`config.mk`:
```
export PLATFORM = sky130hd
export DESIGN_NAME = spill_repl_ctrl
export DESIGN_NICKNAME = d
export VERILOG_FILES = /design/src/rtl/spill_repl_ctrl.sv
export SDC_FILE = /design/constraint.sdc
export NUM_CORES = 1
export LEC_CHECK = 0
export BUFFER_PORTS_ARGS = -buffer_cell sky130_fd_sc_hd__buf_4
export CAP_MARGIN = 5
export CORE_ASPECT_RATIO = 1.4
export CORE_UTILIZATION = 45
export CTS_CLUSTER_DIAMETER = 150
export CTS_CLUSTER_SIZE = 14
export DETAILED_ROUTE_END_ITERATION = 10
export HOLD_SLACK_MARGIN = 0.1
export PLACE_DENSITY = 0.72
export SYNTH_ARGS = -nofsm -noshare
export SYNTH_HDL_FRONTEND = slang
export SYNTH_SLANG_ARGS = --single-unit
```
`constraint.sdc`:
```
create_clock -name clk -period 11.3 [get_ports clk]
set_input_delay 2.26 -clock clk [delete_from_list [all_inputs] [get_ports clk]]
set_output_delay 2.26 -clock clk [all_outputs]
set_load 0.02 [all_outputs]
```
`src/rtl/spill_repl_ctrl.sv`:
```
module spill_repl_ctrl #(
  parameter int WAYS    = 8,
  parameter int NCORES  = 4,
  parameter int CORE_ID = 0
) (
  input  logic                      clk,
  input  logic                      rst_n,
  input  logic                      hit_valid,
  input  logic [$clog2(WAYS)-1:0]   hit_way,
  input  logic                      fill_valid,
  input  logic                      fill_singlet,
  input  logic                      fill_from_peer,
  input  logic                      dir_valid,
  input  logic [$clog2(WAYS)-1:0]   dir_way,
  input  logic                      dir_singlet,
  input  logic [7:0]                coop_thresh,
  input  logic [7:0]                spill_thresh,
  output logic                      victim_valid,
  output logic [$clog2(WAYS)-1:0]   victim_way,
  output logic                      spill_req,
  output logic [$clog2(NCORES)-1:0] spill_target
);
  localparam int WW = $clog2(WAYS);
  localparam int CW = $clog2(NCORES);
  localparam logic [WW-1:0] LRU_RANK = WW'(WAYS - 1);

  logic [WW-1:0] rank [WAYS];
  logic [WAYS-1:0] vld, sing, spl;
  logic [15:0] lfsr;

  wire coop  = (coop_thresh == 8'hFF) || (lfsr[7:0] < coop_thresh);
  wire spill = (spill_thresh == 8'hFF) || (lfsr[15:8] < spill_thresh);

  logic          inv_any, rep_any;
  logic [WW-1:0] inv_way, rep_way, rep_rank, lru_way, pick;

  always_comb begin
    inv_any = 1'b0; inv_way = '0;
    for (int w = WAYS - 1; w >= 0; w--)
      if (!vld[w]) begin inv_any = 1'b1; inv_way = WW'(w); end
    lru_way = '0;
    for (int w = 0; w < WAYS; w++)
      if (rank[w] == LRU_RANK) lru_way = WW'(w);
    rep_any = 1'b0; rep_way = '0; rep_rank = '0;
    for (int w = 0; w < WAYS; w++)
      if (!sing[w] && (!rep_any || rank[w] > rep_rank)) begin
        rep_any = 1'b1; rep_way = WW'(w); rep_rank = rank[w];
      end
    if (inv_any)            pick = inv_way;
    else if (coop && rep_any) pick = rep_way;
    else                    pick = lru_way;
  end

  wire do_spill = !inv_any && coop && sing[pick] && !spl[pick] && spill;

  logic [CW:0] raw, tgt;
  always_comb begin
    raw = {1'b0, lfsr[4 +: CW]};
    if (raw >= (CW+1)'(NCORES)) raw = raw - (CW+1)'(NCORES);
    tgt = raw;
    if (raw == (CW+1)'(CORE_ID))
      tgt = (raw + 1'b1 >= (CW+1)'(NCORES)) ? '0 : raw + 1'b1;
  end

  wire          touch_en  = fill_valid || hit_valid;
  wire [WW-1:0] touch_way = fill_valid ? pick : hit_way;

  always_ff @(posedge clk) begin
    if (!rst_n) begin
      lfsr <= 16'hACE1;
      vld <= '0; sing <= '0; spl <= '0;
      for (int w = 0; w < WAYS; w++) rank[w] <= WW'(w);
      victim_valid <= 1'b0; victim_way <= '0;
      spill_req <= 1'b0; spill_target <= '0;
    end else begin
      lfsr <= {lfsr[14:0], lfsr[15] ^ lfsr[13] ^ lfsr[12] ^ lfsr[10]};
      if (touch_en)
        for (int w = 0; w < WAYS; w++)
          if (WW'(w) == touch_way) rank[w] <= '0;
          else if (rank[w] < rank[touch_way]) rank[w] <= rank[w] + 1'b1;
      if (dir_valid) sing[dir_way] <= dir_singlet;
      if (fill_valid) begin
        vld[pick]  <= 1'b1;
        sing[pick] <= fill_singlet;
        spl[pick]  <= fill_from_peer;
      end else if (hit_valid) begin
        spl[hit_way] <= 1'b0;
      end
      victim_valid <= fill_valid;
      if (fill_valid) begin
        victim_way   <= pick;
        spill_req    <= do_spill;
        spill_target <= tgt[CW-1:0];
      end else begin
        spill_req <= 1'b0;
      end
    end
  end
endmodule


```
* Word level (Yosys, flattened, before mapping) *
Memory sizes are Yosys's and may differ from the RTL's.
Cells that the tools add are included.

storage, ports and cells
  logic and storage cells = 281
  output and inout port bits = 7
  register bits after elaboration = 47
  memories = 1
  input bits = 30
  memory bits (writable) = 24

cells by class
  bitwise gates (word level) = 22
  multiplexer cells = 157
  magnitude comparators = 24
  add/subtract/negate cells = 9
  reduce and logical (&&, ||, !) cells = 44
  equality and inequality tests = 16

memories
  memory  words  width  rd ports  clocked after memory_dff  wr ports  line  source
  rank    8      3      9         0                         8         27    logic [WW-1:0] rank [WAYS];

operators with widths
  kind                   count
  $mux W3                46
  $mux W1                96
  $mux W8                5
  $add A3 B1 Y3 const B  8
  $bwmux W8              3
  $lt A3 B3 Y1           8
  $eq A3 B3 Y1 const B   7
  $gt A3 B3 Y1           7
  $eq A8 B8 Y1 const B   2
  $lt A8 B8 Y1           2
  $or A1 B1 Y1           16
  $logic_and A1 B1 Y1    15
  $logic_not A1 Y1       15
  $eq A3 B3 Y1 const A   4
  $lt A3 B4 Y1 const B   3
  $logic_or A1 B1 Y1     10
  $demux W1 S3           3
  $ge A3 B1 Y1 const B   3
  $and A8 B8 Y8          1
  $not A8 Y8             1
  $or A8 B8 Y8           1
  $bmux W1 S3            2
  $eq A2 B3 Y1 const A   2
  $mux W2                2
  other kinds (8)        10

* Longest topological paths before layout *
Gate-level depths: netlist (run 1).
An unclocked memory read counts as a cell.

  depth in word-level cells = 42
  mapped depth = 58
  depth with buffers taken out = 56

* Least setup slack after synthesis (run 1) *
No wires, ideal clock.

  path type = reg-to-reg
  start = memory rank[0][0] (netlist name)
  end = memory rank[4][0] (netlist name), enable pin
  path slack = 0.062 ns
  buffers on the path = 2
  arrival time = 10.905 ns
  stages on the path, launching flop included = 51
  clock period less this slack = 11.238 ns
  required time = 10.967 ns
  setup time = 0.333 ns
  path through = edfxtp_1 -> nor2b_1 -> ha_1 -> a41o_1 -> a31oi_1 -> mux2_2 -> ha_1 -> and3_1 -> nand2b_1 -> a31oi_1 -> mux2i_1 -> ha_1 -> nor2b_1 -> o21a_1 -> o21ai_0 -> nand2_1 -> mux2_2 -> ha_1 -> [15 not listed] -> mux2_2 -> ha_1 -> nand3_1 -> o21ai_0 -> nor3_1 -> or4_1 -> o21bai_1 -> a31o_2 -> buf_4 -> nor2_1 -> a211oi_1 -> a31oi_1 -> o21ai_0 -> ha_1 -> or2_2 -> o41ai_4 -> a311oi_2 -> a31oi_1

RTL lines
  element          line
  start, declared  27

==> impl_metrics.tcl, run 1 <==
set metrics [dict create \
    drc_errors 0 \
    hpwl_mm 13.2 \
    wl_per_cell_microns 20.3 \
    globalRouteOverflowTotal 0 \
    cp-start-kind "flip-flop" \
    path_class "reg2reg" \
    area_delta_synth_final_pct 23.3 \
    ys_ff_latch 71 \
    worstSkewPairLatency_ns 0.35 \
    syn_nets 746 \
    crit_path_max_incr_delay_ns 0.58 \
    grt_antenna_before_repair 0 \
    final_hold_viol_count 0 \
    r2r-start "rank[0][0]$_SDFFCE_PN0P_" \
    tightest_slew_ns 0.801 \
    synth_edf_count 24 \
    cts.sinks 71 \
    yosys_most_used_dff "dfxtp_1" \
    die_h_microns 134 \
    outcome "completed" \
    slew_headroom_pct 46.6 \
    drtAntennaViolNets 0 \
    clockRootBuffer "clkbuf_16" \
    wirelength_mm 17.7 \
    n_fill_cell 1078 \
    hold_path.class "reg2reg" \
    numCtsBuffers 9 \
    antenna_cells 0 \
    endpoint "rank[2][1]$_SDFFCE_PN1P_" \
    regToRegSetupSlack_ns 0.39 \
    min_period_over_period_pct 96.5 \
    avgSynthCellArea_sq_um 8.49 \
    grt_use_met3_pct 4.11 \
    cap_viol_max_count 0 \
    core_area_sq_um 11900 \
    area.sequential_sq_um 1660 \
    cpMostUsedCell "ha_1" \
    met1_usage_pct 32.0 \
    grt_pass1_wl_mm 26.6 \
    synth.distinct_cells 84 \
    drt_iter0_markers 357 \
    top_usage_layer "met2" \
    fmax_ghz 0.0917 \
    min_period_ns 10.91 \
    grt_pass1_vias 5188 \
    syn_area_sq_um 5570 \
    h-tree-depth 3 \
    multi_input_area_sq_um 3930 \
    drive_gt1_share_pct 24.3 \
    nets 813 \
    timing.hold.ws_ns 0.440 \
    r2r-end "rank[2][1]$_SDFFCE_PN1P_" \
    yosys_warnings 0 \
    rr_worst_depth 55 \
    ctsLongestPathBuffers 2 \
    globalplace.congestion 0.946 \
    grt_usage_pct 27.7 \
    synthArstFlopShare_pct 0 \
    critPathRequiredTime_ns 11.31 \
    critPathArrivalTime_ns 10.92 \
    yosysSeqAreaShare_pct 29.8 \
    cp-end-kind "flip-flop" \
    die_x_microns 96.0 \
    slew_violations 0 \
    critPathSlowestCell "or4_4" \
    fp-row-count 47 \
    cts_tree "done" \
    first_pass_iters 5 \
    setup_viol 0 \
    viasPerCell 6.23 \
    die_area_sq_um 12800 \
    skew_ns 0.00638 \
    portBuffers 36 \
    crit_start "rank[0][0]$_SDFFCE_PN0P_" \
    via_count 5449 \
    clkSlewWorstSetupHoldPaths_ns 0.06 \
    crit_fanout 12 \
    initial_core_util_pct 46.7 \
    utilization_pct 57.5 \
    use_met2_pct 45.9 \
    grt_max_degree 35 \
    netlist_instances 656 \
    ios 37 \
]
timing repair:
action,in CTS,in global routing
hold buffers,0,0
setup buffers,2,15
setup endpoints to repair,40,50
gates cloned,0,0
pin swaps,3,22
resized for setup,7,69
kinds of logic (layout without fill, tap and decap cells):
kind of cell | after synthesis | after routing | share of synthesized area [%]
AO/OA/AOI/OAI | 173 | 173 | 22.9
adder cells (fa/ha/maj) | 60 | 60 | 13.5
multiplexers | 22 | 22 | 4.04
AND/OR/NAND/NOR | 248 | 248 | 23.2
buffers and inverters | 78 | 150 | 5.97
flip-flops | 71 | 71 | 29.8
XOR/XNOR | 4 | 4 | 0.629
worst min path at each step:
stage	start	cells past startpoint	to	slack [ns]
after floorplan	lfsr[9]$_SDFF_PN0_	1	lfsr[10]$_SDFF_PN1_	0.42
after detailed placement	lfsr[6]$_SDFF_PN1_	1	lfsr[7]$_SDFF_PN1_	0.43
final	lfsr[6]$_SDFF_PN1_	1	lfsr[7]$_SDFF_PN1_	0.44
after global placement	lfsr[9]$_SDFF_PN0_	1	lfsr[10]$_SDFF_PN1_	0.43
after CTS	lfsr[6]$_SDFF_PN1_	1	lfsr[7]$_SDFF_PN1_	0.44
after global routing	lfsr[6]$_SDFF_PN1_	1	lfsr[7]$_SDFF_PN1_	0.46
sequential cells by signal, summed over array words and instances, names as in the netlist:
register and cells:
sing 8, victim_way 3, spill_req 1, rank 24, vld 8, lfsr 16
victim_valid 1, spill_target 2, spl 8
per-stage QoR:
step                setup WS (ns)  std cells  cell area (sq um)  setup TNS [ns]
floorplan                  0.0617        656               5570               0
global placement            0.194        842               6090               0
detailed placement         -0.316        842               6090           -6.09
CTS                        0.0349        860               6400               0
global route               -0.159        875               6870           -2.74
finish                      0.393        875               6870               0
layout make-up:
| class | count | share of cell area (%) |
|---|---|---|
| Sequential cell | 71 | 24.2 |
| Clock inverter | 7 | 0.802 |
| Timing Repair Buffer | 78 | 8.69 |
| Multi-Input combinational cell | 507 | 57.3 |
| Clock buffer | 9 | 3.28 |
| Tap cell | 147 | 2.68 |
| Inverter | 56 | 3.06 |
layer usage:
metal / routed length, microns / part of all wire, % / vias to the layer above
li1: - / - / 2567
met1: 6910 / 39 / 2580
met2: 8750 / 49 / 224
met3: 838 / 4.7 / 78
met4: 1230 / 7.0 / 0
met5: 0 / 0 / -
Yosys cell counts, types with 3 or more instances:
master	instances	share of area, %
o21a_1	5	0.67
nand2_1	39	2.6
nand3b_1	6	0.81
or4_1	3	0.40
a21oi_1	36	3.2
nor4_1	3	0.34
a21o_1	9	1.2
and3_1	5	0.56
a31oi_1	10	1.1
dfxtp_1	47	17
nand3_1	16	1.4
a221oi_1	5	0.79
a2111oi_0	4	0.63
o41ai_1	3	0.47
nor3b_1	5	0.67
or2_2	9	1.0
buf_4	4	0.54
a22oi_1	7	0.94
o22ai_1	5	0.56
o211ai_1	3	0.40
o21ai_0	26	2.3
a211o_1	3	0.47
nor2b_1	6	0.67
and4_1	3	0.47
buf_6	3	0.61
nand2b_1	16	1.8
o31ai_1	8	1.1
mux2i_1	18	3.2
nor3_1	21	1.9
ha_1	60	13
nor2_1	80	5.4
and2_1	11	1.2
inv_1	55	3.7
mux2_2	4	0.81
a31o_2	3	0.47
o21bai_1	3	0.40
a211oi_1	7	0.94
edfxtp_1	24	13
nand4_1	9	1.0
clkbuf_1	12	0.81
placed cells by master (no fill, tap or decap), types with 5 or more instances in the layout:
master and n:
a211oi_1 7, a21o_1 9, a21oi_1 31, a21oi_2 5, a22oi_1 7, a31oi_1 7
and2_1 11, buf_4 76, clkbuf_16 9, dfxtp_1 47, edfxtp_1 24, ha_1 52
ha_4 7, inv_1 53, mux2i_1 12, nand2_1 36, nand2b_1 15, nand3_1 15
nand3b_1 6, nand4_1 9, nor2_1 77, nor2b_1 6, nor3_1 18, nor3_2 5
nor3b_1 5, o21a_1 5, o21ai_0 21, o22ai_1 5, o31ai_1 7, or2_2 9
critical path: cells and delay by family (launching register included):
family,cells,cell delay [ns]
fa+ha+maj,8,2.16
buf+inv,5,0.64
mux,4,1.16
simple gates,18,2.90
compound gates,20,3.34
flops,1,0.38
Power of run 1 is left out: the tool's default activity adds up to more than one toggle a clock period on the data nets, which glitch-free logic cannot reach.
==> run 2, diff against run 1 <==
--- a/config.mk
+++ b/config.mk
@@ -13,7 +13,7 @@
 export CTS_CLUSTER_SIZE = 14
 export DETAILED_ROUTE_END_ITERATION = 10
 export HOLD_SLACK_MARGIN = 0.1
-export PLACE_DENSITY = 0.72
+export PLACE_DENSITY = 0.69
 export SYNTH_ARGS = -nofsm -noshare
 export SYNTH_HDL_FRONTEND = slang
 export SYNTH_SLANG_ARGS = --single-unit
==> constraint.sdc (replaced) <==
create_clock -name clk -period 12.33 [get_ports clk]
set_input_delay 2.466 -clock clk [delete_from_list [all_inputs] [get_ports clk]]
set_output_delay 2.466 -clock clk [all_outputs]
set_load 0.02 [all_outputs]
==> run 2 against run 1 <==
Core utilization fell by 4.1 points. Maximum frequency fell by 6.8%. Setup slack improved by 0.23 ns. Worst hold slack got worse by 0.0039 ns. Count of clock-buffer cells in the layout did not move. Non-clock buffer count fell by 35. Wire length fell by 12%. Critical endpoint is now rank[5][1]$_SDFFCE_PN0P_. Flip-flop and latch count did not move. Final cell count fell by 4.0%. First-iteration DRC count rose by 11%.
==> impl_metrics.tcl, run 2 (same netlist as run 1, synthesis figures left out) <==
set metrics [dict create \
    layout_common_cells "nor2_1 (80), ha_1 (60), inv_1 (55)" \
    design_area_sq_um 6380 \
    hold_path.class "reg2reg" \
    worstSkewPairLatency_ns 0.34 \
    ctsLongestPathBuffers 2 \
    grt_pass1_wl_mm 24.8 \
    critPathArrivalTime_ns 11.74 \
    globalplace.congestion 0.930 \
    via_count 5262 \
    path_depth 53 \
    cts_tree "done" \
    min_period_over_period_pct 94.9 \
    grt_pass1_vias 5060 \
    first_pass_iters 5 \
    critPathRequiredTime_ns 12.37 \
    path_buf_inv 3 \
    fmax_ghz 0.0854 \
    nets 778 \
    cp-start-kind "flip-flop" \
    die_x_microns 96.0 \
    cts_hold_buf 0 \
    crit_path_max_incr_delay_ns 0.54 \
    drt_iter0_markers 398 \
    h-tree-depth 3 \
    initial_core_util_pct 46.7 \
    dp_cells 824 \
    crit_start "sing[0]$_SDFF_PN0_" \
    cts.sinks 71 \
    ios 37 \
    area_delta_synth_final_pct 14.5 \
    viasPerCell 6.26 \
    cpMostUsedCell "ha_1" \
    die_area_sq_um 12800 \
    cap_viol_max_count 0 \
    critPathSlowestCell "or4_4" \
    core_area_sq_um 11900 \
    path_class "reg2reg" \
    min_period_ns 11.71 \
    setup_viol 0 \
    numCtsBuffers 9 \
    fin_cells 840 \
    antenna_cells 0 \
    placed_area_sq_um 5950 \
    tightest_slew_ns 0.752 \
    drtAntennaViolNets 0 \
    portBuffers 36 \
    final_common_cell "nor2_1" \
    r2r-start "sing[0]$_SDFF_PN0_" \
    clkSlewWorstSetupHoldPaths_ns 0.06 \
    globalRouteOverflowTotal 0 \
    fp-row-count 47 \
    setup_tns_ns 0 \
    grt_antenna_before_repair 0 \
    slew_headroom_pct 49.6 \
    top_register "rank" \
    skew_ns 0.00747 \
    outcome "completed" \
    hpwl_mm 12.0 \
    hold_start "lfsr[9]$_SDFF_PN0_" \
    largest_reg_flops 24 \
    crit_fanout 13 \
    crit_family "compound AO/OA/AOI/OAI gates" \
    slew_violations 0 \
    rr_worst_depth 53 \
    grt_usage_pct 25.3 \
    final_hold_viol_count 0 \
    cp-end-kind "flip-flop" \
    clockRootBuffer "clkbuf_16" \
    drive_gt1_share_pct 15.9 \
    largestRegisters "rank x24, lfsr x16" \
    die_h_microns 134 \
    wirelength_mm 15.6 \
    drc_errors 0 \
    n_fill_cell 1123 \
    wl_per_cell_microns 18.6 \
    whs_path_depth 1 \
    grt_max_degree 35 \
]
-- run 2: cell count changes in the layout (fill, tap and decap cells not counted), moves of 4 or more --
cell     previous run  this run
ha_4                7         0
buf_4              76        43
o21ai_0            21        25
mux2i_4             4         0
ha_1               52        60
-- run 2: final timing paths --
| kind | end | slack [ns] |
|---|---|---|
| setup / recovery | rank[5][1]$_SDFFCE_PN0P_ | 0.62 |
| hold / removal | lfsr[10]$_SDFF_PN1_ | 0.44 |
| setup reg to reg | rank[5][1]$_SDFFCE_PN0P_ | 0.62 |
| hold reg to reg | lfsr[10]$_SDFF_PN1_ | 0.44 |
-- run 2: area by class of cell --
class                      count  area, sq um  share of cell area, %
inverter                      56          210                   3.30
tap                          147          184                   2.88
timing repair buffer          43          323                   5.06
clock inverter                 7          104                   1.63
clock buffer                   9          225                   3.53
sequential                    71         1660                   26.1
multi-input combinational    507         3670                   57.5
-- run 2: timing repair --
item	in CTS	in global routing
resized for setup	2	20
endpoints found under the setup margin	3	48
pin swaps	0	1
buffers inserted	0	0
-- run 2: metrics by stage --
step	utilization, %	worst slack [ns]	hold slack (ns)
finish	53.4	0.625	0.436
global placement	49.9	0.530	0.422
CTS	52.6	0.115	0.439
floorplan	-	1.09	0.415
global route	53.4	-0.0107	0.460
detailed placement	49.9	0.0295	0.425
-- run 2: routing by layer --
layer / up-vias / share of wire (%) / GRT usage, %
met5: - / 0 / 0
met4: 0 / 6.0 / 15.9
met3: 57 / 5.5 / 4.17
met2: 204 / 49 / 41.2
met1: 2502 / 40 / 30.5
li1: 2499 / - / -
Power of run 2 is left out for the same reason.
